<file path="config.mk">
export PLATFORM = sky130hd
export DESIGN_NAME = spi_delay_seq
export DESIGN_NICKNAME = d
export VERILOG_FILES = /design/src/rtl/spi_dly_pkg.sv /design/src/rtl/spi_dly_ctrlreg.sv /design/src/rtl/spi_dly_timer.sv /design/src/rtl/spi_dly_shifter.sv /design/src/rtl/spi_delay_seq.sv
export SDC_FILE = /design/constraint.sdc
export NUM_CORES = 1
export LEC_CHECK = 0
export BUFFER_PORTS_ARGS = -buffer_cell sky130_fd_sc_hd__clkbuf_2
export CELL_PAD_IN_SITES_DETAIL_PLACEMENT = 0
export CELL_PAD_IN_SITES_GLOBAL_PLACEMENT = 2
export CORE_UTILIZATION = 25
export DETAILED_ROUTE_END_ITERATION = 10
export PLACE_DENSITY_LB_ADDON = 0.1
export SYNTH_ARGS = -nofsm -noshare
export SYNTH_HDL_FRONTEND = slang
export SYNTH_SLANG_ARGS = --single-unit
</file>
<file path="constraint.sdc">
create_clock -name clk -period 3.2 [get_ports clk]
set_input_delay 0.96 -clock clk [delete_from_list [all_inputs] [get_ports clk]]
set_output_delay 0.96 -clock clk [all_outputs]
set_load 0.01 [all_outputs]
</file>
<file path="src/rtl/spi_dly_pkg.sv">
package spi_dly_pkg;

  typedef enum logic [1:0] {
    ST_IDLE  = 2'd0,
    ST_LEAD  = 2'd1,
    ST_SHIFT = 2'd2,
    ST_TRAIL = 2'd3
  } seq_state_t;

  function automatic int unsigned wider(int unsigned a, int unsigned b);
    return (a > b) ? a : b;
  endfunction

endpackage

</file>
<file path="src/rtl/spi_dly_ctrlreg.sv">
module spi_dly_ctrlreg #(
  parameter int LEAD_W    = 7,
  parameter int TRAIL_W   = 8,
  parameter int RST_LEAD  = 4,
  parameter int RST_TRAIL = 4,
  localparam int REG_W    = 1 + LEAD_W + TRAIL_W
) (
  input  logic               clk,
  input  logic               rst_n,
  input  logic               we,
  input  logic [REG_W-1:0]   wdata,
  input  logic               lock,
  input  logic               hw_clear,
  output logic               en,
  output logic [LEAD_W-1:0]  lead_f,
  output logic [TRAIL_W-1:0] trail_f,
  output logic               sw_abort
);

  localparam int EN_POS = REG_W - 1;

  logic               en_q, en_d;
  logic [LEAD_W-1:0]  lead_q, lead_d;
  logic [TRAIL_W-1:0] trail_q, trail_d;

  // software clear of a running transfer, honoured only without the lock
  assign sw_abort = we && !wdata[EN_POS] && en_q && !lock;

  always_comb begin
    en_d    = en_q;
    lead_d  = lead_q;
    trail_d = trail_q;
    if (we) begin
      lead_d  = wdata[EN_POS-1 -: LEAD_W];
      trail_d = wdata[TRAIL_W-1:0];
      en_d    = wdata[EN_POS] || (en_q && lock);
    end else if (hw_clear) begin
      en_d = 1'b0;
    end
  end

  always_ff @(posedge clk or negedge rst_n) begin
    if (!rst_n) begin
      en_q    <= 1'b0;
      lead_q  <= LEAD_W'(RST_LEAD);
      trail_q <= TRAIL_W'(RST_TRAIL);
    end else begin
      en_q    <= en_d;
      lead_q  <= lead_d;
      trail_q <= trail_d;
    end
  end

  assign en      = en_q;
  assign lead_f  = lead_q;
  assign trail_f = trail_q;

  p_lock_keeps_en_r11: assert property (@(posedge clk) disable iff (!rst_n)
    (we && !wdata[EN_POS] && lock && en_q) |=> en_q);

  p_write_beats_clear_r12: assert property (@(posedge clk) disable iff (!rst_n)
    (we && wdata[EN_POS] && hw_clear) |=> en_q);

endmodule

</file>
<file path="src/rtl/spi_dly_timer.sv">
module spi_dly_timer #(
  parameter int CNT_W = 9
) (
  input  logic             clk,
  input  logic             rst_n,
  input  logic             load,
  input  logic [CNT_W-1:0] load_val,
  input  logic             run,
  output logic             expire
);

  logic [CNT_W-1:0] cnt_q, cnt_d;

  assign expire = run && (cnt_q == CNT_W'(1));

  always_comb begin
    cnt_d = cnt_q;
    if (load) begin
      cnt_d = load_val;
    end else if (run && (cnt_q != '0)) begin
      cnt_d = cnt_q - CNT_W'(1);
    end
  end

  always_ff @(posedge clk or negedge rst_n) begin
    if (!rst_n) cnt_q <= '0;
    else        cnt_q <= cnt_d;
  end

  // a running delay phase never sees an empty counter
  p_cnt_live_r4: assert property (@(posedge clk) disable iff (!rst_n)
    run |-> (cnt_q != '0));

endmodule

</file>
<file path="src/rtl/spi_dly_shifter.sv">
module spi_dly_shifter #(
  parameter int WORD_W  = 16,
  parameter int CLK_DIV = 4
) (
  input  logic              clk,
  input  logic              rst_n,
  input  logic              start,
  input  logic [WORD_W-1:0] tx_word,
  input  logic              active,
  input  logic              advance,
  input  logic              miso,
  output logic              sclk,
  output logic              mosi,
  output logic              last,
  output logic [WORD_W-1:0] rx_word,
  output logic              rx_valid
);

  localparam int PH_W  = (CLK_DIV > 2) ? $clog2(CLK_DIV) : 1;
  localparam int BIT_W = $clog2(WORD_W);
  localparam int HALF  = CLK_DIV / 2;

  logic [PH_W-1:0]   ph_q, ph_d;
  logic [BIT_W-1:0]  bit_q, bit_d;
  logic [WORD_W-1:0] tx_q, tx_d;
  logic [WORD_W-1:0] sr_q, sr_d;
  logic [WORD_W-1:0] rx_q, rx_d;
  logic              rxv_q, rxv_d;
  logic              ph_end, samp;

  assign ph_end = (ph_q == PH_W'(CLK_DIV - 1));
  assign samp   = advance && (ph_q == PH_W'(HALF - 1));
  assign last   = advance && ph_end && (bit_q == BIT_W'(WORD_W - 1));

  always_comb begin
    ph_d  = ph_q;
    bit_d = bit_q;
    tx_d  = tx_q;
    sr_d  = sr_q;
    rx_d  = rx_q;
    rxv_d = 1'b0;
    if (start) begin
      ph_d  = '0;
      bit_d = '0;
      tx_d  = tx_word;
    end else if (advance) begin
      ph_d = ph_end ? '0 : ph_q + PH_W'(1);
      if (samp) sr_d = {sr_q[WORD_W-2:0], miso};
      if (ph_end) begin
        tx_d  = {tx_q[WORD_W-2:0], 1'b0};
        bit_d = bit_q + BIT_W'(1);
        if (last) begin
          rx_d  = sr_q;
          rxv_d = 1'b1;
        end
      end
    end
  end

  always_ff @(posedge clk or negedge rst_n) begin
    if (!rst_n) begin
      ph_q  <= '0;
      bit_q <= '0;
      tx_q  <= '0;
      sr_q  <= '0;
      rx_q  <= '0;
      rxv_q <= 1'b0;
    end else begin
      ph_q  <= ph_d;
      bit_q <= bit_d;
      tx_q  <= tx_d;
      sr_q  <= sr_d;
      rx_q  <= rx_d;
      rxv_q <= rxv_d;
    end
  end

  assign sclk     = active && (ph_q < PH_W'(HALF));
  assign mosi     = active && tx_q[WORD_W-1];
  assign rx_word  = rx_q;
  assign rx_valid = rxv_q;

  // data only moves at the start of a bit, i.e. on the rising edge
  p_mosi_hold_r7: assert property (@(posedge clk) disable iff (!rst_n)
    (active && (ph_q != '0)) |-> $stable(mosi));

endmodule

</file>
<file path="src/rtl/spi_delay_seq.sv">
module spi_delay_seq
  import spi_dly_pkg::*;
#(
  parameter int WORD_W   = 16,
  parameter int CLK_DIV  = 4,
  parameter int LEAD_W   = 7,
  parameter int TRAIL_W  = 8,
  localparam int REG_W   = 1 + LEAD_W + TRAIL_W
) (
  input  logic              clk,
  input  logic              rst_n,
  input  logic              reg_we,
  input  logic [REG_W-1:0]  reg_wdata,
  output logic [REG_W-1:0]  reg_rdata,
  input  logic              abort_lock,
  input  logic              cmd_valid,
  output logic              cmd_ready,
  input  logic              cmd_lead_en,
  input  logic              cmd_trail_en,
  input  logic [WORD_W-1:0] cmd_tx_word,
  output logic [WORD_W-1:0] rx_word,
  output logic              rx_valid,
  output logic              busy,
  output logic              sclk,
  output logic              mosi,
  input  logic              miso,
  output logic              cs_n
);

  localparam int CNT_W = int'(wider(LEAD_W, TRAIL_W)) + 1;
  localparam int HALF  = CLK_DIV / 2;

  // reset: asserted at once, released on a clock edge
  logic [1:0] rst_sync_q;
  logic       rst_n_i;

  always_ff @(posedge clk or negedge rst_n) begin
    if (!rst_n) rst_sync_q <= 2'b00;
    else        rst_sync_q <= {rst_sync_q[0], 1'b1};
  end
  assign rst_n_i = rst_sync_q[1];

  logic               en, hw_clear, sw_abort;
  logic [LEAD_W-1:0]  lead_f;
  logic [TRAIL_W-1:0] trail_f;

  spi_dly_ctrlreg #(
    .LEAD_W(LEAD_W), .TRAIL_W(TRAIL_W), .RST_LEAD(4), .RST_TRAIL(4)
  ) u_reg (
    .clk(clk), .rst_n(rst_n_i), .we(reg_we), .wdata(reg_wdata),
    .lock(abort_lock), .hw_clear(hw_clear), .en(en),
    .lead_f(lead_f), .trail_f(trail_f), .sw_abort(sw_abort)
  );

  seq_state_t st_q, st_d;
  logic       trail_en_q, trail_en_d;
  logic       tmr_load, tmr_run, tmr_expire;
  logic [CNT_W-1:0] tmr_val, lead_len, trail_len;
  logic       sh_start, sh_active, sh_advance, sh_last;

  // a zero field means the longest delay the field can express
  assign lead_len  = !cmd_lead_en ? CNT_W'(HALF) :
                     (lead_f == '0) ? CNT_W'(1 << LEAD_W) : CNT_W'(lead_f);
  assign trail_len = !trail_en_q ? CNT_W'(HALF) :
                     (trail_f == '0) ? CNT_W'(1 << TRAIL_W) : CNT_W'(trail_f);

  always_comb begin
    st_d       = st_q;
    trail_en_d = trail_en_q;
    tmr_load   = 1'b0;
    tmr_val    = lead_len;
    sh_start   = 1'b0;
    hw_clear   = 1'b0;
    if (sw_abort) begin
      st_d = ST_IDLE;
    end else begin
      unique case (st_q)
        ST_IDLE: if (en && cmd_valid) begin
          st_d       = ST_LEAD;
          tmr_load   = 1'b1;
          sh_start   = 1'b1;
          trail_en_d = cmd_trail_en;
        end
        ST_LEAD: if (tmr_expire) st_d = ST_SHIFT;
        ST_SHIFT: if (sh_last) begin
          st_d     = ST_TRAIL;
          tmr_load = 1'b1;
          tmr_val  = trail_len;
        end
        ST_TRAIL: if (tmr_expire) begin
          st_d     = ST_IDLE;
          hw_clear = 1'b1;
        end
        default: st_d = ST_IDLE;
      endcase
    end
  end

  always_ff @(posedge clk or negedge rst_n_i) begin
    if (!rst_n_i) begin
      st_q       <= ST_IDLE;
      trail_en_q <= 1'b0;
    end else begin
      st_q       <= st_d;
      trail_en_q <= trail_en_d;
    end
  end

  assign tmr_run    = ((st_q == ST_LEAD) || (st_q == ST_TRAIL)) && !sw_abort;
  assign sh_active  = (st_q == ST_SHIFT);
  assign sh_advance = sh_active && !sw_abort;

  spi_dly_timer #(.CNT_W(CNT_W)) u_tmr (
    .clk(clk), .rst_n(rst_n_i), .load(tmr_load), .load_val(tmr_val),
    .run(tmr_run), .expire(tmr_expire)
  );

  spi_dly_shifter #(.WORD_W(WORD_W), .CLK_DIV(CLK_DIV)) u_sh (
    .clk(clk), .rst_n(rst_n_i), .start(sh_start), .tx_word(cmd_tx_word),
    .active(sh_active), .advance(sh_advance), .miso(miso),
    .sclk(sclk), .mosi(mosi), .last(sh_last),
    .rx_word(rx_word), .rx_valid(rx_valid)
  );

  assign reg_rdata = {en, lead_f, trail_f};
  assign busy      = en;
  assign cmd_ready = en && (st_q == ST_IDLE);
  assign cs_n      = (st_q == ST_IDLE) || (st_q == ST_TRAIL);

  p_idle_pins_r1: assert property (@(posedge clk) disable iff (!rst_n_i)
    !busy |-> (cs_n && !sclk));

  p_sclk_in_frame_r7: assert property (@(posedge clk) disable iff (!rst_n_i)
    sclk |-> !cs_n);

  p_rxv_at_release_r8: assert property (@(posedge clk) disable iff (!rst_n_i)
    rx_valid |-> (cs_n && $past(st_q == ST_SHIFT)));

  p_auto_clear_r9: assert property (@(posedge clk) disable iff (!rst_n_i)
    ((st_q == ST_TRAIL) && tmr_expire && !reg_we) |=> !busy);

  p_abort_quiet_r10: assert property (@(posedge clk) disable iff (!rst_n_i)
    sw_abort |=> (cs_n && !sclk && !busy && !rx_valid));

endmodule

</file>
# [Word-level counts from Yosys, hierarchy flattened]
# Cells that the tools add are included.
[classes] n_lt_le_gt_ge=1 mux=38 n_reduce_logical=34 bitwise_logic=2 n_addsub=3 eq_ne=11
[ops] op="two-way mux 9 bit" count=7
[ops] op="two-way mux 16 bit" count=3
[ops] op="two-way mux 2 bit" count=8
[ops] op="two-way mux 8 bit" count=2
[ops] op="logical AND 1 bit" count=15
[ops] op="two-way mux 1 bit" count=13
[ops] op="two-way mux 4 bit" count=3
[ops] op="equality test 9 x 1 -> 1 bit (second input constant)" count=1
[ops] op="!= test 3 bit (second input constant)" count=3
[ops] op="nonzero test 9 bit" count=1
[ops] op="subtractor 9 x 1 -> 9 bit (second input constant)" count=1
[ops] op="zero test 8 bit" count=1
[ops] op="one-hot mux 2 bit (4 select lines)" count=1
[ops] op="AND reduction 4 bit" count=2
[ops] op="nonzero test 2 bit" count=4
[ops] op="zero test 7 bit" count=1
[ops] op="equality test 2 bit (second input constant)" count=3
[ops] op="AND reduction 3 bit" count=2
[ops] op="adder 4 x 1 -> 4 bit (second input constant)" count=1
[ops] op="equality test 2 x 1 -> 1 bit (second input constant)" count=2
[ops] op="equality test 4 bit (second input constant)" count=1
[ops] op="zero test 1 bit" count=3
[ops] op="logical OR 1 bit" count=3
[ops] op="!= test 3 x 2 -> 1 bit (second input constant)" count=1
[ops] op="other kinds (6)" count=7
[word_totals] regBits=85 wordCells=102 output_inout_bits=38 inputBits=40

# [Longest topological paths before layout]
# Gate-level depths: netlist (run 1).
[depth] depth_word=12 ltp_mapped=8 mapped_depth_nobuf=7

# [Hierarchy]
# From an unflattened synthesis (run 1), not the netlist that was laid out.
[hier_totals] cells_unflattened=327 hier_area_um2=4036.4
[by_module_without_submodules] mod="spi_dly_shifter" seq_area_each_um2=1376.3 area_per_inst_um2=2273.4 cells_per_inst=174 instances=1
[by_module_without_submodules] mod="spi_dly_ctrlreg" seq_area_each_um2=402.9 area_per_inst_um2=666.9 cells_per_inst=37 instances=1
[by_module_without_submodules] mod="spi_dly_timer" seq_area_each_um2=225.2 area_per_inst_um2=618.1 cells_per_inst=63 instances=1
[by_module_without_submodules] mod="spi_delay_seq" seq_area_each_um2=125.1 area_per_inst_um2=478.0 cells_per_inst=53 instances=1

# [Worst setup path after synthesis (run 1)]
# Ideal clock, no wire load.
[synth_timing] path_type="in2reg" start="input port abort_lock" end="register u_sh.tx_q[10]" cell_stages=8 required_time_ps=3073 t_arrival_ps=2238 setup_slack_ps=835 n_path_buf=3 setup_time_ps=127 path_cell_list="nand4bb_1 -> buf_6 -> and3_4 -> buf_6 -> and2_4 -> buf_6 -> a222oi_1 -> inv_1"
[synth_via] elab_chain_cells=6 elab_cells_between_ends=9 cone_classes="2 x mux; 7 x reduce/logical"
[synth_lines] element="start, declared" line_no="spi_delay_seq.sv:15" source="input logic abort_lock,"
[synth_lines] element="zero test 1 bit *" line_no="spi_dly_ctrlreg.sv:27" source="assign sw_abort = we && !wdata[EN_POS] && en_q && !lock;"
[synth_lines] element="logical AND 1 bit *" line_no="spi_dly_ctrlreg.sv:27"
[synth_lines] element="zero test 1 bit" line_no="spi_delay_seq.sv:111" source="assign sh_advance = sh_active && !sw_abort;"
[synth_lines] element="logical AND 1 bit" line_no="spi_delay_seq.sv:111"
[synth_lines] element="nonzero test 2 bit (no line)"
[synth_lines] element="AND reduction 2 bit (no line)"
[synth_lines] element="end signal, assigned" line_no="spi_dly_shifter.sv:71" source="tx_q <= tx_d;"
[synth_lines] element="end, declared" line_no="spi_dly_shifter.sv:25" source="logic [WORD_W-1:0] tx_q, tx_d;"
# Every way passes the cells marked *; elsewhere a longest branch is shown, timed or not.
# A chain may end at the register's enable or synchronous reset.

# [Worst setup path after layout (run 1)]
[layout_timing] start="register st_q[0]" end="output port sclk"
[layout_via] elab_chain_cells=2
[layout_lines] element="start, declared" line_no="spi_delay_seq.sv:55" source="seq_state_t st_q, st_d;"
[layout_lines] element="start signal, assigned" line_no="spi_delay_seq.sv:104" source="st_q <= st_d;"
[layout_lines] element="equality test 2 bit" line_no="spi_delay_seq.sv:110" source="assign sh_active = (st_q == ST_SHIFT);"
[layout_lines] element="logical AND 1 bit" line_no="spi_dly_shifter.sv:78" source="assign sclk = active && (ph_q < PH_W'(HALF));"
[layout_lines] element="end, declared" line_no="spi_delay_seq.sv:24" source="output logic sclk,"
# Every way passes these cells.

==> results_dict.tcl, run 1 <==
set metrics [dict create \
    cts.clk_slew.worst_paths_ns 0.06 \
    stdcell_area_um2 4770 \
    hold_buffers 0 \
    p_leak_uw 0.00233 \
    fin_nets 447 \
    status "complete, no violations" \
    slowest_stage "dfrtp_1" \
    cap_violations 0 \
    cp_max_fo 8 \
    rsz0062_at_grt "no" \
    ys_ff_latch 85 \
    first_pass_iters 7 \
    io_buffers 77 \
    drive_gt1_share_pct 39.5 \
    cts_setup_buffers 0 \
    globalRouteOverflowTotal 0 \
    async_reset_ff_share_pct 100 \
    via_count 2754 \
    grt_pass1_wl_um 15300 \
    antenna_found_initial 0 \
    grt_pass1_vias 2878 \
    rows 45 \
    ys_seq_area_share_pct 55.0 \
    synth-edff-count 0 \
    relSlewSlack_pct 47.4 \
    finClkSkew_ns 0.00540 \
    cts-resized-gates 0 \
    antennaDiodeCount 0 \
    fin_crit_sh_pct 75.3 \
    setup_violations 0 \
    first_iter_violations 139 \
    grt_max_degree 60 \
    synth.distinct_cells 53 \
    p_per_area_nw_per_um2 753 \
    dpl_cell_area_um2 4460 \
    syn-cell-area_um2 3870 \
    critPathCaptureType "output pin" \
    wl_um 9290 \
    final_common_cell "dfrtp_1" \
    antenna_left 0 \
    critical-path-top-delay-family "flip-flops" \
    drv_slew 0 \
    via_per_inst 4.66 \
    layout_common_cells "dfrtp_1, clkbuf_2, mux2_2" \
    arrival_ns 1.45 \
    drc 0 \
    tightest_slew_ns 0.789 \
    hold_violations 0 \
    cts_buffers 9 \
    die_y_um 126 \
    cts_sinks 85 \
    dpl.hpwl_um 6680 \
    synthCells 317 \
    io_pins 78 \
    syn_nets 366 \
    cts_tree "done" \
    track_usage_pct 12.6 \
    hp-class "reg -> reg" \
    crit_type "reg -> out" \
    dieArea_um2 16000 \
    die_x_um 126 \
    wl_per_cell_um 15.7 \
    ys_warn_count 0 \
    fmax_ghz 0.415 \
    fin_tns_setup_ns 0 \
    slowest_delay_ns 0.42 \
    period_minus_slack_ns 2.41 \
    clockBufferDepth 2 \
    crit_chain "inv_1 > ha_1 > nor2b_1 > clkbuf_2" \
    coreArea_um2 15100 \
    htree_levels 3 \
    required_ns 2.24 \
    start_util_pct 25.6 \
    cts-root-buf "clkbuf_16" \
    ys.flop_type "dfrtp_1" \
    worst-path-buf-inv 2 \
    ir_worst_vdd_v 0.000191 \
    gpl.final_weighted_congestion 0.716 \
    clk_latency_ns 0.34 \
    area_growth_pct 23.1 \
    cp-start-kind "register" \
    postSynthAreaPerCell_um2 12.2 \
]
[registers in the layout, indices dropped and copies added (netlist names)]
register / count
st_q: 2
u_tmr.cnt_q: 9
u_sh.rx_word: 16
trail_en_q: 1
u_reg.trail_f: 8
u_sh.tx_q: 16
u_sh.bit_q: 4
rst_sync_q: 2
u_sh.sr_q: 16
u_sh.ph_q: 2
u_sh.rx_valid: 1
u_reg.en: 1
u_reg.lead_f: 7
[final cells by class]
| class | instances | area (um^2) |
|---|---|---|
| clock inverters | 3 | 43.8 |
| multi-input cells | 199 | 1580 |
| clock buffers | 13 | 260 |
| well taps | 188 | 235 |
| inverters | 17 | 63.8 |
| fillers | 1521 | 10400 |
| flip-flops and latches | 85 | 2130 |
| repair buffers | 86 | 453 |
[path summary, 6_finish.rpt]
check,from,end,slack [ns],depth (start not counted)
max,st_q[0],sclk,0.79,4
min,rst_sync_q[0],rst_sync_q[1],0.35,0
max reg2reg,st_q[0],u_sh.rx_word[9],1.11,6
min reg2reg,rst_sync_q[0],rst_sync_q[1],0.35,0
max in group asynchronous,rst_sync_q[1],u_reg.lead_f[2],1.99,1
min in group asynchronous,rst_n,rst_sync_q[1],0.39,1
[where the power goes]
| part | total, uW | internal (uW) | switching (uW) | leakage, uW |
|---|---|---|---|---|
| Sequential | 1550 | 1330 | 227 | 0.00109 |
| Clock | 1070 | 648 | 427 | 0.000150 |
| Combinational | 961 | 464 | 496 | 0.00109 |
| Total | 3590 | 2440 | 1150 | 0.00233 |
[through the flow]
| step | util [%] | instances | hold slack (ns) | total power, uW | setup slack (ns) |
|---|---|---|---|---|---|
| floorplan | - | 317 | 0.331 | 2240 | 0.661 |
| global placement | 29.5 | 575 | 0.339 | 2550 | 0.558 |
| detailed placement | 29.5 | 575 | 0.338 | 2550 | 0.503 |
| CTS | 31.5 | 591 | 0.361 | 3650 | 0.743 |
| global route | 31.5 | 591 | 0.377 | 3840 | 0.630 |
| finish | 31.5 | 591 | 0.354 | 3590 | 0.792 |
[synth_stat cells (2+ instances only)]
cell / number / area [um^2]
buf_2: 7 / 35.0
clkbuf_1: 3 / 11.3
o21ai_0: 10 / 50.1
a31oi_1: 3 / 18.8
dfstp_2: 2 / 52.6
a311oi_1: 6 / 52.6
mux2i_1: 5 / 50.1
nor4_1: 2 / 12.5
mux2_2: 48 / 541
o21a_1: 2 / 15.0
and3_1: 4 / 25.0
nor2_1: 18 / 67.6
a21oi_1: 11 / 55.1
ha_1: 9 / 113
xor2_1: 3 / 26.3
nand4_1: 3 / 18.8
a22o_1: 3 / 26.3
o211ai_1: 2 / 15.0
a222oi_1: 11 / 110
xnor2_1: 4 / 35.0
nand2_1: 19 / 71.3
nor3_1: 8 / 40.0
dfrtp_1: 83 / 2080
a32o_1: 2 / 20.0
buf_6: 4 / 45.0
inv_1: 17 / 63.8
and2_1: 2 / 12.5
[cell families after synthesis]
family	after synthesis	synth area share (%)
AO/OA/AOI/OAI	59	11.4
other	1	0.0968
multiplexers	53	15.3
AND/OR/NAND/NOR	70	9.50
adder cells (fa/ha/maj)	9	2.91
flip-flops	85	55.0
XOR/XNOR	7	1.58
buffers and inverters	33	4.30
[layer usage]
| layer | routed length [um] | part of all wire, % | track usage [%] |
|---|---|---|---|
| met1 | 4440 | 48 | 16.3 |
| met2 | 4170 | 45 | 19.3 |
| met3 | 485 | 5.2 | 3.25 |
| met4 | 196 | 2.1 | 6.80 |
| met5 | 0 | 0 | 0 |
Power figures use the tool's default switching activity.
==> run 2: changes to the inputs <==
==> constraint.sdc (replaced) <==
create_clock -name clk -period 2.3 [get_ports clk]
set_input_delay 0.69 -clock clk [delete_from_list [all_inputs] [get_ports clk]]
set_output_delay 0.69 -clock clk [all_outputs]
set_load 0.01 [all_outputs]
==> results_dict.tcl, run 2 (synthesized netlist as in run 1, its figures left out) <==
set metrics [dict create \
    r2r_cells 6 \
    coreArea_um2 15100 \
    nFillCells 1535 \
    power_uw 5060 \
    via_per_inst 4.68 \
    fmax_ghz 0.470 \
    dpl.hpwl_um 6730 \
    grt_pass1_wl_um 15400 \
    critPathCaptureType "output pin" \
    htree_levels 3 \
    relSlewSlack_pct 60.5 \
    period_minus_slack_ns 2.13 \
    stdcell_area_um2 4880 \
    cap_violations 0 \
    p_per_area_nw_per_um2 1040 \
    io_buffers 77 \
    grt_max_degree 48 \
    arrival_ns 1.44 \
    final_common_cell "dfrtp_1" \
    antennaDiodeCount 0 \
    wl_um 9300 \
    antenna_left 0 \
    clkPwrFrac_pct 29.2 \
    drc 0 \
    via_count 2803 \
    wl_per_cell_um 15.5 \
    status "complete, no violations" \
    hold_violations 0 \
    globalRouteOverflowTotal 0 \
    r2r_start "st_q[0]" \
    clk_latency_ns 0.35 \
    p_seq_share_pct 42.8 \
    layout_common_cells "dfrtp_1, clkbuf_2, mux2_2" \
    cts_tree "done" \
    track_usage_pct 12.7 \
    cp_max_fo 8 \
    fin_crit_sh_pct 92.5 \
    area_growth_pct 25.9 \
    cts_setup_buffers 0 \
    cts_buffers 9 \
    ir_worst_vdd_v 0.000320 \
    antenna_found_initial 0 \
    start_util_pct 25.6 \
    setup_violations 0 \
    finClkSkew_ns 0.00935 \
    cts-root-buf "clkbuf_16" \
    pre_cts_slack_ns 0.0114 \
    die_x_um 126 \
    drive_gt1_share_pct 41.1 \
    required_ns 1.61 \
    cp-start-kind "register" \
    p_leak_uw 0.00238 \
    pwr-share-comb_pct 27.9 \
    grt_pass1_vias 2918 \
    dpl_cell_area_um2 4570 \
    clockBufferDepth 2 \
    swShare_pct 32.5 \
    gpl.final_weighted_congestion 0.735 \
    fin_nets 455 \
    io_pins 78 \
    cts_sinks 85 \
    rows 45 \
    tightest_slew_ns 0.587 \
    power.switching_uw 1640 \
    die_y_um 126 \
    cts.clk_slew.worst_paths_ns 0.06 \
    worst_slack_ns 0.172 \
    timing.rr.end "u_tmr.cnt_q[6]" \
    first_pass_iters 5 \
    p_int_uw 3420 \
    rsz0062_at_grt "no" \
    fin_util_pct 32.2 \
    drv_slew 0 \
    first_iter_violations 157 \
    crit_type "reg -> out" \
    hp-class "in -> async" \
    fin_tns_setup_ns 0 \
    r2r_setup_slack_ns 0.34 \
    dieArea_um2 16000 \
]
[run 2: power groups by stage]
stage / Clock (uW) / Combinational, uW / Sequential, uW
after floorplan: 0 / 1020 / 2100
after global placement: 0 / 1430 / 2190
after detailed placement: 0 / 1420 / 2190
after CTS: 1540 / 1440 / 2170
after global routing: 1580 / 1590 / 2230
final: 1480 / 1410 / 2170
[run 2: cell type report]
| cell class | instances | area (um^2) | area share (%) |
|---|---|---|---|
| inverters | 17 | 63.8 | 1.31 |
| clock inverters | 5 | 60.1 | 1.23 |
| multi-input cells | 199 | 1580 | 32.4 |
| well taps | 188 | 235 | 4.82 |
| repair buffers | 94 | 563 | 11.5 |
| clock buffers | 11 | 243 | 4.98 |
| flip-flops and latches | 85 | 2130 | 43.7 |
[run 2: per-layer routing]
metal | vias up | track usage [%] | part of all wire (%)
li1 | 1341 | - | -
met5 | - | 0 | 0
met4 | 0 | 7.23 | 2.4
met3 | 12 | 2.66 | 3.8
met2 | 43 | 19.7 | 46
met1 | 1407 | 16.4 | 48
[run 2: what timing repair did]
item	4_1_cts	5_1_grt
hold buffers	0	0
gates resized for setup	0	1
endpoints found under the setup margin	0	2
[run 2: critical path: stages, from the launching register on]
cell and delay [ns]:
dfrtp_1 0.43, inv_1 0.11, ha_2 0.27, nor2b_1 0.15, clkbuf_2 0.14
[run 2: how the worst max path moves through the flow]
| stage | endpoint | slack, ns | depth (start not counted) | start |
|---|---|---|---|---|
| after floorplan | u_sh.tx_q[10] | 0.21 | 8 | abort_lock |
| after global placement | u_sh.tx_q[1] | 0.05 | 7 | reg_we |
| after detailed placement | u_tmr.cnt_q[1] | 0.01 | 6 | abort_lock |
| after CTS | sclk | 0.05 | 4 | st_q[0] |
| after global routing | sclk | 0.06 | 4 | st_q[0] |
| final | sclk | 0.17 | 4 | st_q[0] |
[run 2: through the flow]
stage | std cells | hold slack (ns)
global route | 599 | 0.115
floorplan | 317 | 0.331
CTS | 599 | 0.106
finish | 599 | 0.125
global placement | 583 | 0.337
detailed placement | 583 | 0.341
